$ cat src/rtl/clock_victim_picker.sv
module clock_victim_picker #(
  parameter int NFRAMES = 8,
  localparam int IW = (NFRAMES > 1) ? $clog2(NFRAMES) : 1
) (
  input  logic          clk,
  input  logic          rst_n,
  input  logic          touch_valid,
  input  logic [IW-1:0] touch_frame,
  input  logic          req_valid,
  output logic          req_ready,
  output logic          busy,
  output logic          victim_valid,
  output logic [IW-1:0] victim_frame
);

  localparam logic [IW-1:0] LAST = IW'(NFRAMES - 1);

  logic [NFRAMES-1:0] ref_q;
  logic [IW-1:0]      hand_q, scan_q, vf_q;
  logic               busy_q, vv_q;

  wire          accept   = req_valid && !busy_q;
  wire [IW-1:0] scan_nxt = (scan_q == LAST) ? '0 : scan_q + 1'b1;
  wire          scan_hit = busy_q && !ref_q[scan_q];

  for (genvar i = 0; i < NFRAMES; i++) begin : g_ref
    wire set_i = touch_valid && (touch_frame == IW'(i));
    wire clr_i = busy_q && (scan_q == IW'(i));
    always_ff @(posedge clk) begin
      if (!rst_n)     ref_q[i] <= 1'b0;
      else if (set_i) ref_q[i] <= 1'b1;
      else if (clr_i) ref_q[i] <= 1'b0;
    end
  end

  always_ff @(posedge clk) begin
    if (!rst_n) begin
      busy_q <= 1'b0;
      hand_q <= '0;
      scan_q <= '0;
      vv_q   <= 1'b0;
      vf_q   <= '0;
    end else begin
      vv_q <= 1'b0;
      if (accept) begin
        busy_q <= 1'b1;
        scan_q <= hand_q;
      end else if (scan_hit) begin
        busy_q <= 1'b0;
        hand_q <= scan_nxt;
        vv_q   <= 1'b1;
        vf_q   <= scan_q;
      end else if (busy_q) begin
        scan_q <= scan_nxt;
      end
    end
  end

  assign req_ready    = !busy_q;
  assign busy         = busy_q;
  assign victim_valid = vv_q;
  assign victim_frame = vf_q;

endmodule

$ cat config.mk
export PLATFORM = sky130hd
export DESIGN_NAME = clock_victim_picker
export DESIGN_NICKNAME = d
export VERILOG_FILES = /design/src/rtl/clock_victim_picker.sv
export SDC_FILE = /design/constraint.sdc
export NUM_CORES = 1
export LEC_CHECK = 0
export ABC_AREA = 1
export BUFFER_PORTS_ARGS = -buffer_cell sky130_fd_sc_hd__buf_2
export CAP_MARGIN = 20
export CELL_PAD_IN_SITES_DETAIL_PLACEMENT = 1
export CELL_PAD_IN_SITES_GLOBAL_PLACEMENT = 1
export CORE_MARGIN = 4
export CORE_UTILIZATION = 30
export CTS_CLUSTER_DIAMETER = 30
export CTS_CLUSTER_SIZE = 25
export DETAILED_ROUTE_END_ITERATION = 8
export GPL_TIMING_DRIVEN = 1
export PLACE_DENSITY_LB_ADDON = 0.1
export SETUP_SLACK_MARGIN = 0.5
export SLEW_MARGIN = 5
export SYNTH_ARGS = -nofsm -noshare
export SYNTH_HDL_FRONTEND = slang
export SYNTH_SLANG_ARGS = --single-unit
$ cat constraint.sdc
create_clock -name clk -period 2.55 [get_ports clk]
set_input_delay 0.255 -clock clk [delete_from_list [all_inputs] [get_ports clk]]
set_output_delay 0.255 -clock clk [all_outputs]
set_load 0.01 [all_outputs]
==> Word-level counts from Yosys, hierarchy flattened <==
Index checks and enable logic that the tools add are counted.
{ "op_classes": {"addsub": 1, "n_lt_le_gt_ge": 1, "n_eq_ne": 15, "n_mux": 25, "bitwise_logic": 2, "n_reduce_logical": 35} }
{ "ops": {"columns": ["cell", "count"], "rows": [
  ["equality test 3 bit (second input constant)", 8],
  ["2-to-1 mux 1 bit", 20],
  ["nonzero test 2 bit", 10],
  ["logical AND 1 bit", 18],
  ["equality test 3 x 2 -> 1 bit (second input constant)", 4],
  ["2-to-1 mux 3 bit", 4],
  ["equality test 3 x 1 -> 1 bit (second input constant)", 2],
  ["logical NOT 3 bit", 2],
  ["less-than comparator 3 x 4 -> 1 bit (second input constant)", 1],
  ["AND reduction 2 bit", 2],
  ["adder 3 x 1 -> 3 bit (second input constant)", 1],
  ["binary-select mux 1 bit (select 3 bit)", 1],
  ["logical NOT 1 bit", 2],
  ["inequality test 2 bit (second input constant)", 1],
  ["NOT 1 bit", 2],
  ["OR reduction 2 bit", 1]
]} }
{ "word_totals": {"regBits": 19, "input_bits": 7, "output_inout_bits": 6, "elab_cells": 92} }

==> Logic depth before layout (Yosys ltp) <==
Gate-level depths: netlist of run 1.
{ "depth": {"word_depth": 6, "depth_mapped": 9} }

==> Worst setup path after synthesis of run 1 <==
OpenSTA, ideal clock, no wires.
{ "synth_path": {"kind": "register -> register", "start": "register scan_q[0]", "end": "register scan_q[1]", "arrival_time_ps": 1234, "slack_ps": 1207, "stages_incl_launch_ff": 9, "n_path_buf": 0, "synth_period_minus_slack_ps": 1343, "path_cell_list": "dfxtp_1 > inv_2 > ha_1 > inv_1 > nor2_1 > a21oi_1 > nand4_1 > nand2_1 > nor2_1"} }
{ "synth_via": {"elab_chain_len": 6} }
{ "synth_rtl": {"columns": ["item", "line", "source"], "rows": [
  ["start: declaration", "19", "logic [IW-1:0] hand_q, scan_q, vf_q;"],
  ["start signal: assignment", "47", "scan_q <= hand_q;"],
  ["start signal: assignment", "54", "scan_q <= scan_nxt;"],
  ["binary-select mux 1 bit (select 3 bit)", "24", "wire scan_hit = busy_q && !ref_q[scan_q];"],
  ["2-to-1 mux 1 bit (not written as such)", "24", null],
  ["logical NOT 1 bit", "24", null],
  ["logical AND 1 bit", "24", null],
  ["inequality test 2 bit (no line)", null, null],
  ["AND reduction 2 bit (no line)", null, null]
]} }
Several ways; a longest one is shown, not always the timed one. The select of a mux whose other input is x is not followed.
A chain may end at the register's enable or synchronous reset.

==> Worst setup path after layout of run 1 <==
{ "layout_path": {"start": "register scan_q[1]", "end": "register scan_q[1]"} }
The elaborated chain is that of the path after synthesis.

==> results.py, run 1 <==
metrics = {
    "synthesis": {
        "synth-xor-area-share_pct": 0,
        "synth_area_leader_cell": "dfxtp_1",
        "synthSimpleGateAreaFrac_pct": 38.8,
        "yosysMostFrequentCell": "nand2_1",
        "synth_top_area_share_pct": 37.8,
        "synth_top_family_by_area": "simple AND/OR/NAND/NOR gates",
        "yosysWarnings": 0,
        "synth.area.top_cells": "dfxtp_1, nand2_1, ha_1",
        "synth_seq_cells": 19,
        "postSynthNetCount": 161,
        "syn_area_sq_mm": 0.00101,
        "synth_compound_area_share_pct": 7.45,
        "synth_cells": 148,
        "synth_edf_count": 0,
        "synth_ff_type": "dfxtp_1",
        "yosys-mux-area-fraction_pct": 0,
        "synthAdderAreaFrac_pct": 7.45,
        "ys_top_cells_by_count": "nand2_1, nor2_1, dfxtp_1",
        "ys_seq_area_share_pct": 37.8,
        "synth-async-reset-ratio_pct": 0,
        "avgSynthCellArea_sq_um": 6.81,
        "synth.distinct_cells": 19,
    },
    "global_routing": {
        "busiest_layer": "met2",
        "grtUsageMet3_pct": 2.55,
        "grt_pass1_vias": 906,
        "antenna_found_initial": 0,
        "grt-ovfl-total": 0,
        "grt_start_max_net_pins": 12,
        "track_usage_pct": 12.9,
        "use_met2_pct": 19.6,
        "grt_pass1_wl_mm": 4.26,
        "use_met1_pct": 17.6,
    },
    "placed_design": {
        "gp_congestion": 0.791,
        "place_hpwl_mm": 1.95,
        "placed_area_sq_mm": 0.00111,
        "dp_cells": 202,
        "pre_cts_slack_ns": 0.982,
        "numPortBuffers": 12,
    },
    "clock_network": {
        "cts_made_buffers": 3,
        "root_buffer": "clkbuf_4",
        "path_clk_slew_ns": 0.12,
        "cts.sinks": 19,
        "cts_setup_buffers": 0,
        "clk_latency_ns": 0.30,
        "max-clock-path-buffers": 2,
        "cts_resized": 0,
        "htree_levels": 1,
        "hold_buffers": 0,
        "cts_tree": "built",
    },
    "die": {
        "ioPinCount": 13,
        "die_x_um": 65.9,
        "fp.coreArea_sq_mm": 0.00313,
        "rows": 20,
        "die_h_um": 65.9,
        "start_util_pct": 32.2,
        "dieArea_sq_mm": 0.00435,
    },
    "sta": {
        "layout_min_cycle_time_ns": 1.57,
        "whs_ns": 0.251,
        "fin_crit_sh_pct": 61.6,
        "final.setup.worst_slack_ns": 0.978,
        "relSlewSlack_pct": 74.8,
        "slew_viol_final": 0,
        "setup_viol": 0,
        "setup_tns_ns": 0,
        "timing.fmax_mhz": 636,
        "rsz0062_at_grt": "no",
        "finalHoldViolCount": 0,
        "final.setup_skew_ns": 0.00782,
        "worst_pin_slew_ns": 0.378,
    },
    "run_status": {
        "status": "finished, final reports clean",
    },
    "route": {
        "wire_per_inst_um": 11.9,
        "drc": 0,
        "drtIter0Drc": 33,
        "routed_wl_mm": 2.46,
        "postRouteAntennaNets": 0,
        "viasPerCell": 4.39,
        "first_pass_iters": 3,
        "vias": 904,
    },
    "critical_path": {
        "critical_path_depth": 8,
        "worstSetupPathType": "register to register",
        "critPathBufInv": 2,
        "r2r_start": "scan_q[1]",
        "worstPathCellList": "inv_1 -> ha_1 -> inv_1 -> nor2_1 -> a21oi_1 -> nand4_1 -> nand2_1 -> nor2_1",
        "end_kind": "register",
        "crit_arrival_ns": 1.83,
        "crit_family": "flip-flops",
        "crit_path_start": "scan_q[1]",
        "worst-r2r-cell-count": 8,
        "cp.required_ns": 2.80,
        "cp_slowest_cell": "dfxtp_1",
        "r2r-end": "scan_q[1]",
        "rrSetupSlack_ns": 0.98,
        "crit_fanout": 6,
        "critPathLaunchType": "register",
        "max_stage_delay_ns": 0.49,
    },
    "cells_and_area": {
        "antenna_cells": 0,
        "n_fill_cell": 428,
        "drive_above_1_share_pct": 17.3,
        "area_growth_pct": 13.2,
        "nets": 176,
        "fin_cells": 206,
        "final_area_sq_mm": 0.00114,
    },
    "power_and_ir_drop": {
        "leakagePower_nw": 0.558,
        "worst_ir_drop_vdd_v": 0.000266,
        "power_density_mw_per_mm2": 704,
    },
    "run": {
        "max_cap_viol_count": 0,
    },
    "hold_path": {
        "min_from": "rst_n",
        "min_to": "scan_q[0]",
        "worstHoldPathType": "input pin to register",
        "hold_depth": 3,
    },
}
[flip-flops by register name, indices dropped and copies added (netlist names)]
| register | cells |
|---|---|
| ref_q | 8 |
| victim_valid | 1 |
| scan_q | 3 |
| hand_q | 3 |
| busy | 1 |
| victim_frame | 3 |
[logic make-up (layout without fill, tap and decap cells)]
logic type / after synthesis / count (layout)
and+or+nand+nor: 86 / 86
AOI/OAI and AO/OA: 15 / 15
buffers and inverters: 22 / 36
DFF: 19 / 19
adders and majority gates: 6 / 6
[cells in the final DEF, fill, tap and decap left out]
cell type   n
nor2_1     20
dfxtp_1    19
nand3_2     1
inv_2       2
a21oi_1    10
inv_1      17
clkbuf_1    1
inv_4       1
nand2_1    47
o21ai_1     5
nand2_2     2
buf_2      12
nand4_1     3
nand3_1     6
or2_2       1
nand2_4     2
nor2_2      3
nand2_8     1
ha_1        6
clkbuf_4    3
[layer usage]
metal  vias up  part of all wire [%]
met5         -                     0
met4         0                   1.5
met3         4                   2.3
met2         9                    42
met1       406                    54
li1        485                     -
[power breakdown]
part / switching [mW] / internal [mW]
combinational: 0.170 / 0.0963
sequential: 0.0403 / 0.336
clock: 0.0986 / 0.0610
total: 0.309 / 0.493
[how the worst max path moves through the flow]
stage,endpoint,slack (ns)
5_1_grt,scan_q[1],0.76
6_report,scan_q[1],0.98
4_1_cts,scan_q[1],0.94
3_5_place_dp,scan_q[1],0.98
3_3_place_gp,scan_q[1],1.0
2_1_floorplan,scan_q[1],1.21
[worst register-to-register path: cells and delay by family (launching register included)]
kind / cells / cell delay (ns)
and+or+nand+nor: 4 / 0.40
DFF: 1 / 0.49
buffers and inverters: 2 / 0.20
AOI/OAI and AO/OA: 1 / 0.13
adders and majority gates: 1 / 0.30
[area by class of cell]
type	instances	area, sq um	share of cell area [%]
clock buffers	4	26.3	2.31
inverters	20	77.6	6.81
multi-input cells	107	541	47.4
flip-flops and latches	19	380	33.4
well taps	44	55.1	4.83
repair buffers	12	60.1	5.27
[metrics by stage]
stage,util [%],power (mW)
after floorplan,-,0.576
after global placement,35.6,0.651
after detailed placement,35.6,0.656
after CTS,36.4,0.817
after global routing,36.4,0.882
final,36.4,0.803
(Power assumes the default switching activity.)
==> run 2, diff against run 1 <==
- clock period: 2.55 -> 1.4 ns (I/O delays scaled with it)
==> results.py, run 2 (same netlist as run 1, synthesis figures left out) <==
metrics = {
    "cells_and_area": {
        "largest_register_ffs": 8,
        "final_common_cell": "nand2_1",
        "area_growth_pct": 49.3,
        "drive_above_1_share_pct": 44.7,
        "antenna_cells": 0,
        "fin_cells": 223,
        "final_cell_mix": "nand2_1, nor2_1, inv_1",
        "nets": 193,
        "top_register": "ref_q",
    },
    "hold_path": {
        "min_from": "rst_n",
        "hold_depth": 3,
        "worstHoldPathType": "input pin to register",
        "min_to": "scan_q[1]",
    },
    "sta": {
        "setup_viol": 0,
        "layout_min_cycle_time_ns": 1.36,
        "worst_pin_slew_ns": 0.493,
        "final.setup_skew_ns": 0.00257,
        "timing.fmax_mhz": 737,
        "fin_crit_sh_pct": 96.9,
        "setup_tns_ns": 0,
        "rsz0062_at_grt": "yes",
        "finalHoldViolCount": 0,
        "relSlewSlack_pct": 67.1,
        "slew_viol_final": 0,
    },
    "clock_network": {
        "root_buffer": "clkbuf_4",
        "cts_tree": "built",
        "cts.sinks": 19,
        "max-clock-path-buffers": 2,
        "cts_made_buffers": 3,
        "htree_levels": 1,
        "clk_latency_ns": 0.30,
        "path_clk_slew_ns": 0.11,
    },
    "critical_path": {
        "r2r_start": "scan_q[0]",
        "rrSetupSlack_ns": 0.04,
        "worst-r2r-cell-count": 7,
        "end_kind": "register",
        "crit_arrival_ns": 1.60,
        "worstSetupPathType": "register to register",
        "cp.required_ns": 1.64,
        "crit_fanout": 8,
        "r2r-end": "scan_q[1]",
        "critPathLaunchType": "register",
    },
    "placed_design": {
        "dp_cells": 204,
        "place_hpwl_mm": 2.04,
        "numPortBuffers": 12,
        "gp_congestion": 0.811,
    },
    "global_routing": {
        "grt_pass1_wl_mm": 5.11,
        "antenna_found_initial": 0,
        "grt-ovfl-total": 0,
        "track_usage_pct": 15.8,
        "grt_pass1_vias": 1048,
        "grt_start_max_net_pins": 12,
    },
    "die": {
        "die_x_um": 65.9,
        "ioPinCount": 13,
        "rows": 20,
        "die_h_um": 65.9,
        "dieArea_sq_mm": 0.00435,
        "fp.coreArea_sq_mm": 0.00313,
        "start_util_pct": 32.2,
    },
    "run_status": {
        "status": "finished, final reports clean",
    },
    "route": {
        "postRouteAntennaNets": 0,
        "drc": 0,
        "wire_per_inst_um": 14.0,
        "viasPerCell": 4.50,
        "drtIter0Drc": 55,
        "routed_wl_mm": 3.13,
        "first_pass_iters": 4,
        "vias": 1003,
    },
    "power_and_ir_drop": {
        "worst_ir_drop_vdd_v": 0.000464,
        "power_density_mw_per_mm2": 1220,
        "leakagePower_nw": 0.679,
    },
    "run": {
        "max_cap_viol_count": 0,
    },
}
run 2: critical path: stages (launching register included):
cell	delay (ns)
dfxtp_4	0.42
ha_4	0.19
ha_4	0.18
nor2_2	0.17
a21oi_2	0.08
nand4_1	0.11
nand2_1	0.06
nor2_1	0.08
run 2: timing repair:
item | 4_1_cts | 5_1_grt
buffers inserted | 9 | 6
hold endpoints to repair | 0 | 0
hold buffers | 0 | 0
gates resized for setup | 39 | 11
pin swaps | 7 | 10
setup endpoints to repair | 24 | 25
run 2: power by group:
| group | internal (mW) | switching, mW | total, mW |
|---|---|---|---|
| Sequential | 0.627 | 0.0966 | 0.723 |
| Clock | 0.111 | 0.180 | 0.291 |
| Combinational | 0.377 | 0.446 | 0.823 |
run 2: per-stage QoR:
stage	cell area [sq um]	power (mW)	hold slack, ns	setup WS (ns)	util, %
3_5_place_dp	1170	1.26	0.453	0.0531	37.5
3_3_place_gp	1170	1.26	0.455	0.0619	37.5
4_1_cts	1420	1.78	0.119	0.0630	45.3
2_1_floorplan	1050	1.09	0.320	0.186	-
5_1_grt	1500	2.00	0.120	-0.0623	48.1
6_report	1500	1.84	0.131	0.0437	48.1
run 2: area by class of cell:
type                       count  area, sq um
clock buffer                   4         26.3
inverter                      20         92.6
multi-input combinational    107          697
fill                         399         1620
timing repair buffer          29          234
tap                           44         55.1
sequential                    19          399
run 2: routing by layer:
layer	vias to the layer above	track usage, %	share of wire, %
li1	515	-	-
met1	463	22.0	49
met2	19	24.3	46
met3	6	2.89	3.0
met4	0	5.33	2.0
met5	-	0	0
run 2: worst max-delay path by stage:
stage / slack, ns / depth (start not counted) / from / endpoint
6_report: 0.04 / 7 / scan_q[0] / scan_q[1]
5_1_grt: -0.06 / 9 / scan_q[0] / scan_q[0]
4_1_cts: 0.06 / 9 / scan_q[0] / scan_q[2]
3_5_place_dp: 0.05 / 9 / scan_q[0] / scan_q[0]
3_3_place_gp: 0.06 / 9 / scan_q[0] / scan_q[0]
2_1_floorplan: 0.19 / 9 / scan_q[0] / scan_q[2]
